File: src/rtl/blkmove_pkg.sv
package blkmove_pkg;
   typedef enum logic [2:0] {
      MV_IDLE,
      MV_SETUP,
      MV_RD,
      MV_CAP,
      MV_WR,
      MV_UPD,
      MV_FIN
   } mv_state_t;
endpackage

File: src/rtl/blkmove_ctrl.sv
module blkmove_ctrl
   import blkmove_pkg::*;
#(
   parameter int OVERHEAD = 8
) (
   input  logic      clk,
   input  logic      rst_n,
   input  logic      start,
   input  logic      cnt_zero,
   input  logic      cnt_last,
   output mv_state_t state,
   output logic      load,
   output logic      step,
   output logic      rd_en,
   output logic      cap_en,
   output logic      wr_en,
   output logic      busy,
   output logic      done
);
   localparam int SETUP_CYC = OVERHEAD - 1;
   localparam int SC_W = (SETUP_CYC > 1) ? $clog2(SETUP_CYC) : 1;
   localparam logic [SC_W-1:0] SC_LAST = SC_W'(SETUP_CYC - 1);

   generate
      if (OVERHEAD < 2) begin : g_bad_overhead
         $error("blkmove_ctrl: OVERHEAD must be at least 2");
      end
   endgenerate

   mv_state_t      state_n;
   logic [SC_W-1:0] sc_q;

   assign load   = (state == MV_IDLE) && start;
   assign step   = (state == MV_UPD);
   assign rd_en  = (state == MV_RD);
   assign cap_en = (state == MV_CAP);
   assign wr_en  = (state == MV_WR);
   assign done   = (state == MV_FIN);
   assign busy   = (state != MV_IDLE);

   always_comb begin
      state_n = state;
      case (state)
         MV_IDLE:  if (start) state_n = MV_SETUP;
         MV_SETUP: if (sc_q == SC_LAST) state_n = cnt_zero ? MV_FIN : MV_RD;
         MV_RD:    state_n = MV_CAP;
         MV_CAP:   state_n = MV_WR;
         MV_WR:    state_n = MV_UPD;
         MV_UPD:   state_n = cnt_last ? MV_FIN : MV_RD;
         MV_FIN:   state_n = MV_IDLE;
         default:  state_n = MV_IDLE;
      endcase
   end

   always_ff @(posedge clk or negedge rst_n) begin
      if (!rst_n) begin
         state <= MV_IDLE;
         sc_q  <= '0;
      end else begin
         state <= state_n;
         if (state == MV_SETUP) sc_q <= sc_q + 1'b1;
         else                   sc_q <= '0;
      end
   end


   start_ignore_chk: assert property (@(posedge clk) disable iff (!rst_n)
      (state == MV_SETUP && sc_q == '0) |-> $past(state) == MV_IDLE);


   done_then_idle_chk: assert property (@(posedge clk) disable iff (!rst_n)
      done |=> !busy && !done);
endmodule

File: src/rtl/blkmove_regs.sv
module blkmove_regs #(
   parameter int PTR_W    = 24,
   parameter int CNT_W    = 16,
   parameter int NARROW_W = 8,
   parameter int DATA_W   = 8
) (
   input  logic              clk,
   input  logic              rst_n,
   input  logic              load,
   input  logic              step,
   input  logic              cap_en,
   input  logic              wide_in,
   input  logic [PTR_W-1:0]  src_in,
   input  logic [PTR_W-1:0]  dst_in,
   input  logic [CNT_W-1:0]  cnt_in,
   input  logic [DATA_W-1:0] rdata,
   output logic [PTR_W-1:0]  src_q,
   output logic [PTR_W-1:0]  dst_q,
   output logic [CNT_W-1:0]  cnt_q,
   output logic [DATA_W-1:0] data_q,
   output logic              cnt_zero,
   output logic              cnt_last
);
   localparam logic [PTR_W-1:0]    PTR_ONE = PTR_W'(1);
   localparam logic [CNT_W-1:0]    CNT_ONE = CNT_W'(1);
   localparam logic [NARROW_W-1:0] NAR_ONE = NARROW_W'(1);

   logic             wide_q;
   logic [CNT_W-1:0] eff_cnt;
   logic [CNT_W-1:0] cnt_dec;

   generate
      if (NARROW_W < 1 || NARROW_W > CNT_W) begin : g_bad_width
         $error("blkmove_regs: NARROW_W must be within 1..CNT_W");
      end
      if (CNT_W > NARROW_W) begin : g_split
         logic [NARROW_W-1:0] lo_dec;
         assign lo_dec  = cnt_q[NARROW_W-1:0] - NAR_ONE;
         assign eff_cnt = wide_q ? cnt_q
                                 : {{(CNT_W-NARROW_W){1'b0}}, cnt_q[NARROW_W-1:0]};
         assign cnt_dec = wide_q ? (cnt_q - CNT_ONE)
                                 : {cnt_q[CNT_W-1:NARROW_W], lo_dec};
      end else begin : g_single
         assign eff_cnt = cnt_q;
         assign cnt_dec = cnt_q - CNT_ONE;
      end
   endgenerate

   assign cnt_zero = (eff_cnt == '0);
   assign cnt_last = (eff_cnt == CNT_ONE);

   always_ff @(posedge clk or negedge rst_n) begin
      if (!rst_n) begin
         src_q  <= '0;
         dst_q  <= '0;
         cnt_q  <= '0;
         data_q <= '0;
         wide_q <= 1'b0;
      end else if (load) begin
         src_q  <= src_in;
         dst_q  <= dst_in;
         cnt_q  <= cnt_in;
         wide_q <= wide_in;
      end else begin
         if (cap_en) data_q <= rdata;
         if (step) begin
            src_q <= src_q + PTR_ONE;
            dst_q <= dst_q + PTR_ONE;
            cnt_q <= cnt_dec;
         end
      end
   end


   no_step_at_zero_chk: assert property (@(posedge clk) disable iff (!rst_n)
      step |-> !cnt_zero);


   ptr_advance_chk: assert property (@(posedge clk) disable iff (!rst_n)
      step |=> (src_q - $past(src_q)) == PTR_ONE && (dst_q - $past(dst_q)) == PTR_ONE);


   upper_keep_chk: assert property (@(posedge clk) disable iff (!rst_n)
      (step && !wide_q) |=> cnt_q[CNT_W-1:NARROW_W] == $past(cnt_q[CNT_W-1:NARROW_W]));
endmodule

File: src/rtl/blkmove_engine.sv
module blkmove_engine
   import blkmove_pkg::*;
#(
   parameter int PTR_W    = 24,
   parameter int CNT_W    = 16,
   parameter int NARROW_W = 8,
   parameter int DATA_W   = 8,
   parameter int OVERHEAD = 8
) (
   input  logic              clk,
   input  logic              rst_n,
   input  logic              start,
   input  logic              wide_mode,
   input  logic [PTR_W-1:0]  src_in,
   input  logic [PTR_W-1:0]  dst_in,
   input  logic [CNT_W-1:0]  cnt_in,
   output logic              busy,
   output logic              done,
   output logic [PTR_W-1:0]  src_out,
   output logic [PTR_W-1:0]  dst_out,
   output logic [CNT_W-1:0]  cnt_out,
   output logic [PTR_W-1:0]  mem_addr,
   output logic              mem_re,
   input  logic [DATA_W-1:0] mem_rdata,
   output logic              mem_we,
   output logic [DATA_W-1:0] mem_wdata
);
   mv_state_t   state;
   logic        load, step, rd_en, cap_en, wr_en;
   logic        cnt_zero, cnt_last;
   logic [DATA_W-1:0] data_q;

   blkmove_ctrl #(.OVERHEAD(OVERHEAD)) u_ctrl (
      .clk      (clk),
      .rst_n    (rst_n),
      .start    (start),
      .cnt_zero (cnt_zero),
      .cnt_last (cnt_last),
      .state    (state),
      .load     (load),
      .step     (step),
      .rd_en    (rd_en),
      .cap_en   (cap_en),
      .wr_en    (wr_en),
      .busy     (busy),
      .done     (done)
   );

   blkmove_regs #(
      .PTR_W    (PTR_W),
      .CNT_W    (CNT_W),
      .NARROW_W (NARROW_W),
      .DATA_W   (DATA_W)
   ) u_regs (
      .clk      (clk),
      .rst_n    (rst_n),
      .load     (load),
      .step     (step),
      .cap_en   (cap_en),
      .wide_in  (wide_mode),
      .src_in   (src_in),
      .dst_in   (dst_in),
      .cnt_in   (cnt_in),
      .rdata    (mem_rdata),
      .src_q    (src_out),
      .dst_q    (dst_out),
      .cnt_q    (cnt_out),
      .data_q   (data_q),
      .cnt_zero (cnt_zero),
      .cnt_last (cnt_last)
   );

   assign mem_re    = rd_en;
   assign mem_we    = wr_en;
   assign mem_wdata = data_q;
   assign mem_addr  = wr_en ? dst_out : src_out;


   one_strobe_chk: assert property (@(posedge clk) disable iff (!rst_n)
      !(mem_re && mem_we));


   write_after_read_chk: assert property (@(posedge clk) disable iff (!rst_n)
      $rose(mem_we) |-> $past(mem_re, 2));


   hold_idle_chk: assert property (@(posedge clk) disable iff (!rst_n)
      (!busy && !start) |=> $stable(src_out) && $stable(dst_out) && $stable(cnt_out));
endmodule

File: config.mk
export PLATFORM = sky130hd
export DESIGN_NAME = blkmove_engine
export DESIGN_NICKNAME = d
export VERILOG_FILES = /design/src/rtl/blkmove_pkg.sv /design/src/rtl/blkmove_ctrl.sv /design/src/rtl/blkmove_regs.sv /design/src/rtl/blkmove_engine.sv
export SDC_FILE = /design/constraint.sdc
export NUM_CORES = 1
export LEC_CHECK = 0
export BUFFER_PORTS_ARGS = -buffer_cell sky130_fd_sc_hd__buf_4
export CAP_MARGIN = 20
export CORE_MARGIN = 4
export CORE_UTILIZATION = 50
export DETAILED_ROUTE_END_ITERATION = 6
export GPL_ROUTABILITY_DRIVEN = 0
export PLACE_DENSITY_LB_ADDON = 0.12
export SYNTH_ARGS = -nofsm -noshare
export SYNTH_HDL_FRONTEND = slang
export SYNTH_SLANG_ARGS = --single-unit
File: constraint.sdc
create_clock -name clk -period 2.6 [get_ports clk]
set_clock_uncertainty 0.1 [all_clocks]
set_input_delay 0.26 -clock clk [delete_from_list [all_inputs] [get_ports clk]]
set_output_delay 0.26 -clock clk [all_outputs]
set_load 0.05 [all_outputs]
# Yosys cells after proc, flatten, opt, wreduce, memory -nomap -nowiden

Cells that the tools add are included.

Reductions and logical operators: 9
Eq/ne operators: 10
$add $sub $neg: 5
Bitwise logic cells: 1
Multiplexer cells: 15

Operator list:

| cell                                                                     | number |
|---|---|
| 24-bit 2-to-1 mux                                                        | 5 |
| 16-bit 2-to-1 mux                                                        | 4 |
| 24-bit by 1-bit adder with 24-bit output (second input constant)         | 2 |
| 3-bit case mux with 6 select lines                                       | 1 |
| 16-bit by 1-bit equality test with 1-bit output (second input constant)  | 1 |
| 16-bit zero test                                                         | 1 |
| 16-bit by 1-bit subtractor with 16-bit output (second input constant)    | 1 |
| 3-bit 2-to-1 mux                                                         | 5 |
| 3-bit equality test (second input constant)                              | 4 |
| 8-bit by 1-bit subtractor with 8-bit output (second input constant)      | 1 |
| 3-bit by 2-bit equality test with 1-bit output (second input constant)   | 2 |
| 2-bit AND reduction                                                      | 3 |
| 2-bit nonzero test                                                       | 2 |
| 3-bit by 1-bit adder with 3-bit output (second input constant)           | 1 |
| 3-bit by 1-bit equality test with 1-bit output (second input constant)   | 1 |
| 3-bit zero test                                                          | 1 |
| 3-bit nonzero test                                                       | 1 |
| 2-bit by 1-bit inequality test with 1-bit output (second input constant) | 1 |
| 2-bit inequality test (second input constant)                            | 1 |
| 1-bit logical AND                                                        | 1 |
| 1-bit inverter                                                           | 1 |

Bits in registers: 79
Input bits: 76
Output and inout bits: 100
Logic and storage cells: 48

# Longest topological paths before layout

Word-level depth: 5
Gate-level depth with buffers: 7
Mapped depth without buffers: 7

# By module

From an unflattened synthesis, not the netlist that was laid out.

Cell total of the unflattened synthesis: 507
Area, all modules: 4822.1 µm²

Modules (own cells, without submodules):

| module         | cells each | instances | area an instance (µm²) | seq. area each (µm²) |
|---|---|---|---|---|
| blkmove_regs   | 442        | 1         | 4048.9                 | 1826.8 |
| blkmove_engine | 27         | 1         | 396.6                  | 0.0 |
| blkmove_ctrl   | 38         | 1         | 376.6                  | 150.1 |

# Worst setup path before layout

Ideal clock, no wire load.

Path type: register to output
Start: reg u_ctrl.state[0]
End: out mem_addr[13]
Arrival time: 2432 ps
Required time: 2240 ps
Setup slack: -192 ps
Buffers on the path: 3
Cell stages (with the launch flop): 6
Cell sequence: dfrtp_1 -> buf_4 -> clkbuf_1 -> nor2_1 -> clkbuf_1 -> o21ai_0

Cells in the longest elaborated chain, start to end: 2

RTL lines:

| element                | RTL line             | text |
|---|---|---|
| from (decl)            | blkmove_ctrl.sv:11   | `output mv_state_t state,` |
| from (signal assigned) | blkmove_ctrl.sv:60   | `state <= state_n;` |
| 3-bit equality test    | blkmove_ctrl.sv:37   | `assign wr_en = (state == MV_WR);` |
| via mem_we             | blkmove_engine.sv:25 | `output logic mem_we,` |
| 24-bit 2-to-1 mux      | blkmove_engine.sv:76 | `assign mem_addr = wr_en ? dst_out : src_out;` |
| to (decl)              | blkmove_engine.sv:22 | `output logic [PTR_W-1:0] mem_addr,` |

The timed path passes the listed nets, and every way through them passes these cells.

# Worst setup path after layout

Start: reg u_ctrl.state[1]
End: out mem_addr[23]

Cells in the longest elaborated chain, start to end: 2

RTL lines:

| element             | RTL line |
|---|---|
| 3-bit equality test | blkmove_ctrl.sv:37 |
| 24-bit 2-to-1 mux   | blkmove_engine.sv:76 |

No other way between the ends.

==> flow_summary.json <==
{
  "status": "completed",
  "syn_to_final_growth_pct": 38.97,
  "max_freq_ghz": 0.4083,
  "ys_warn_count": 0,
  "die_h_um": 103.7,
  "layout-drive-gt1-share_pct": 35.81,
  "slew_viol_final": 0,
  "startpoint_type": "register",
  "setup-violations-final": 0,
  "maxSlewHeadroom_pct": 64.61,
  "num_vias": 4509,
  "netlist_area_mm2": 0.004576,
  "final_cell_area_mm2": 0.006359,
  "fillCellCount": 679,
  "synth.avg_cell_area_um2": 9.207,
  "tightest_slew_ps": 526.0,
  "ys_types": 53,
  "initial_core_util_pct": 51.96,
  "drt_iter0_markers": 254,
  "nets": 764,
  "ios": 176,
  "clockRootBuffer": "clkbuf_8",
  "io_buffers": 175,
  "path_clk_slew_ps": 90,
  "maxCapViolations": 0,
  "worst-path-max-fanout": 30,
  "fp.dieW_um": 103.7,
  "synth_top_area_share_pct": 43.20,
  "final-instance-count-excl-fill": 795,
  "final_core_utilization_pct": 72.21,
  "cts_made_buffers": 9,
  "grt_usage_pct": 25.56,
  "clkLatencyLatePin_ps": 360,
  "grt_setup_unrepaired": "false",
  "synth_nets": 579,
  "vias_per_cell": 5.672,
  "whs_ps": 6.566,
  "cts_tree": "yes",
  "hp-class": "in2reg",
  "hold_violations": 0,
  "grt_overflow": 0,
  "antenna_found_initial": 0,
  "core_area_mm2": 0.008806,
  "diodes": 0,
  "synth-seq-cells": 79,
  "drc": 0,
  "clock_path_buffers": 2,
  "peakVddDrop_v": 0.001049,
  "p_per_area_mw_per_mm2": 1545,
  "ff_latch_area_mm2": 0.001977,
  "rows": 34,
  "post-cts-setup-buffer-count": 0,
  "wl_per_cell_um": 17.18,
  "synth.area.top_cells": "dfrtp_1, mux2_2, nand2_1",
  "period_minus_slack_ps": 2449,
  "yosys.area.top_type": "dfrtp_1",
  "wirelength_mm": 13.66,
  "cts_sinks": 79,
  "dp.cells": 767,
  "dpl.hpwl_mm": 10.13,
  "cp-end-kind": "output pin",
  "grt_start_max_net_pins": 80,
  "period_share_pct": 94.20,
  "ys_seq_area_share_pct": 43.20,
  "crit_type": "reg2out",
  "placedInstanceArea_mm2": 0.006015,
  "cp.required_ps": 2240,
  "die_area_mm2": 0.01075,
  "multi_input_area_mm2": 0.002465,
  "crit_arrival_ps": 2090,
  "grt_pass1_vias": 4442,
  "leakage_nw": 2.755,
  "detail-route-antenna-nets": 0,
  "drtPass1Iterations": 5,
  "grt_pass1_wl_mm": 22.60,
  "htreeDepth": 3,
  "synthCells": 497
}
final cells by class:
type	count	area share [%]
Clock buffer	9	1.948
Timing Repair Buffer	198	24.18
Clock inverter	7	1.240
Multi-Input combinational cell	383	38.76
Sequential cell	79	31.09
Tap cell	108	2.125
Inverter	11	0.6494
cell usage after synthesis, drive strengths merged:
library cell and instances:
o22ai 3, dfrtp 79, or2 1, a2111oi 1
a31o 1, a21o 1, nand2 67, and4 3
or3 4, nand3 21, a311oi 2, or4 3
buf 8, or3b 1, nor2b 1, nand3b 4
xor2 18, inv 11, and3b 1, mux2 28
and3 6, xnor2 25, ha 6, nand4 16
o21bai 1, a211oi 8, o31ai 1, nor2 40
a31oi 2, o41ai 1, nor4 11, o211ai 1
a21oi 14, nor3 22, a221o 6, nor4b 3
o21ai 46, and2 4, nand2b 3, nand4b 2
o32ai 1, clkbuf 16, a22oi 4
per-stage QoR:
| step | setup slack [ps] | TNS (ps) | total power [W] |
|---|---|---|---|
| after floorplan | -192.4 | -962.1 | 0.006889 |
| after global placement | 470.7 | 0 | 0.008759 |
| after detailed placement | 312.9 | 0 | 0.008873 |
| after CTS | 56.83 | 0 | 0.009837 |
| after global routing | 16.05 | 0 | 0.01036 |
| final | 150.9 | 0 | 0.009823 |
what timing repair did:
action,CTS,global route
hold buffers,11,0
endpoints found under the hold margin,18,0
resized for setup,0,1
endpoints found under the setup margin,0,19
placed cells by master (no fill, tap or decap), types with 8 or more instances in the layout:
master / instances
nor2_1: 38
o21ai_0: 42
nor3_1: 22
nand2_1: 67
a211oi_1: 8
nor4_1: 9
inv_1: 11
dlygate4sd3_1: 11
nand3_1: 21
clkbuf_8: 9
a21oi_1: 14
nand4_1: 16
buf_4: 185
dfrtp_1: 79
xnor2_1: 25
xor2_1: 18
mux2_2: 28
power breakdown:
group	switching, W	leakage [nW]	total, W	internal [W]
clock network	0.000490	0.0925	0.000941	0.000451
logic	0.00414	1.72	0.00614	0.00200
registers	0.000921	0.943	0.00274	0.00182
metal layers:
layer,vias to the layer above,share of wire (%),global-route usage (%)
met5,-,0,0
met4,0,1.7,8.167
met3,21,8.1,5.846
met2,217,47,41.17
met1,2109,43,34.36
li1,2162,-,-
flip-flops by register name, indices dropped and copies added, names as in the netlist:
signal         cells
u_regs.cnt_q      16
u_ctrl.sc_q        3
u_regs.wide_q      1
u_regs.src_q      24
u_ctrl.state       3
u_regs.data_q      8
u_regs.dst_q      24
worst paths after layout:
check | endpoint | startpoint | slack, ps | cells after the start
max in group asynchronous | u_regs.cnt_q[11] | rst_n | 1530 | 3
min in group asynchronous | u_regs.dst_q[16] | rst_n | 280 | 2
setup / recovery | mem_addr[23] | u_ctrl.state[1] | 150 | 5
hold reg to reg | u_ctrl.sc_q[0] | u_ctrl.sc_q[0] | 370 | 1
hold / removal | u_regs.dst_q[18] | dst_in[18] | 7 | 3
setup reg to reg | u_regs.src_q[14] | u_ctrl.state[2] | 260 | 6
cells by family (layout without fill, tap and decap cells):
| group | after synthesis | after routing | share of synthesized area, % |
|---|---|---|---|
| and+or+nand+nor | 213 | 213 | 24.42 |
| DFF | 79 | 79 | 43.20 |
| AOI/OAI and AO/OA | 93 | 93 | 12.42 |
| adders and majority gates | 6 | 6 | 1.641 |
| muxes | 28 | 28 | 6.891 |
| xor gates and xnor gates | 43 | 43 | 8.231 |
| buffers and inverters | 35 | 225 | 3.199 |
critical path, cell delays in order, from the launching register on:
cell and delay, ps:
dfrtp_1 510, nand2b_1 250, nor2_4 120, buf_6 270
mux2_2 380, buf_4 190
Note: power is estimated with default switching activity, not from simulation.
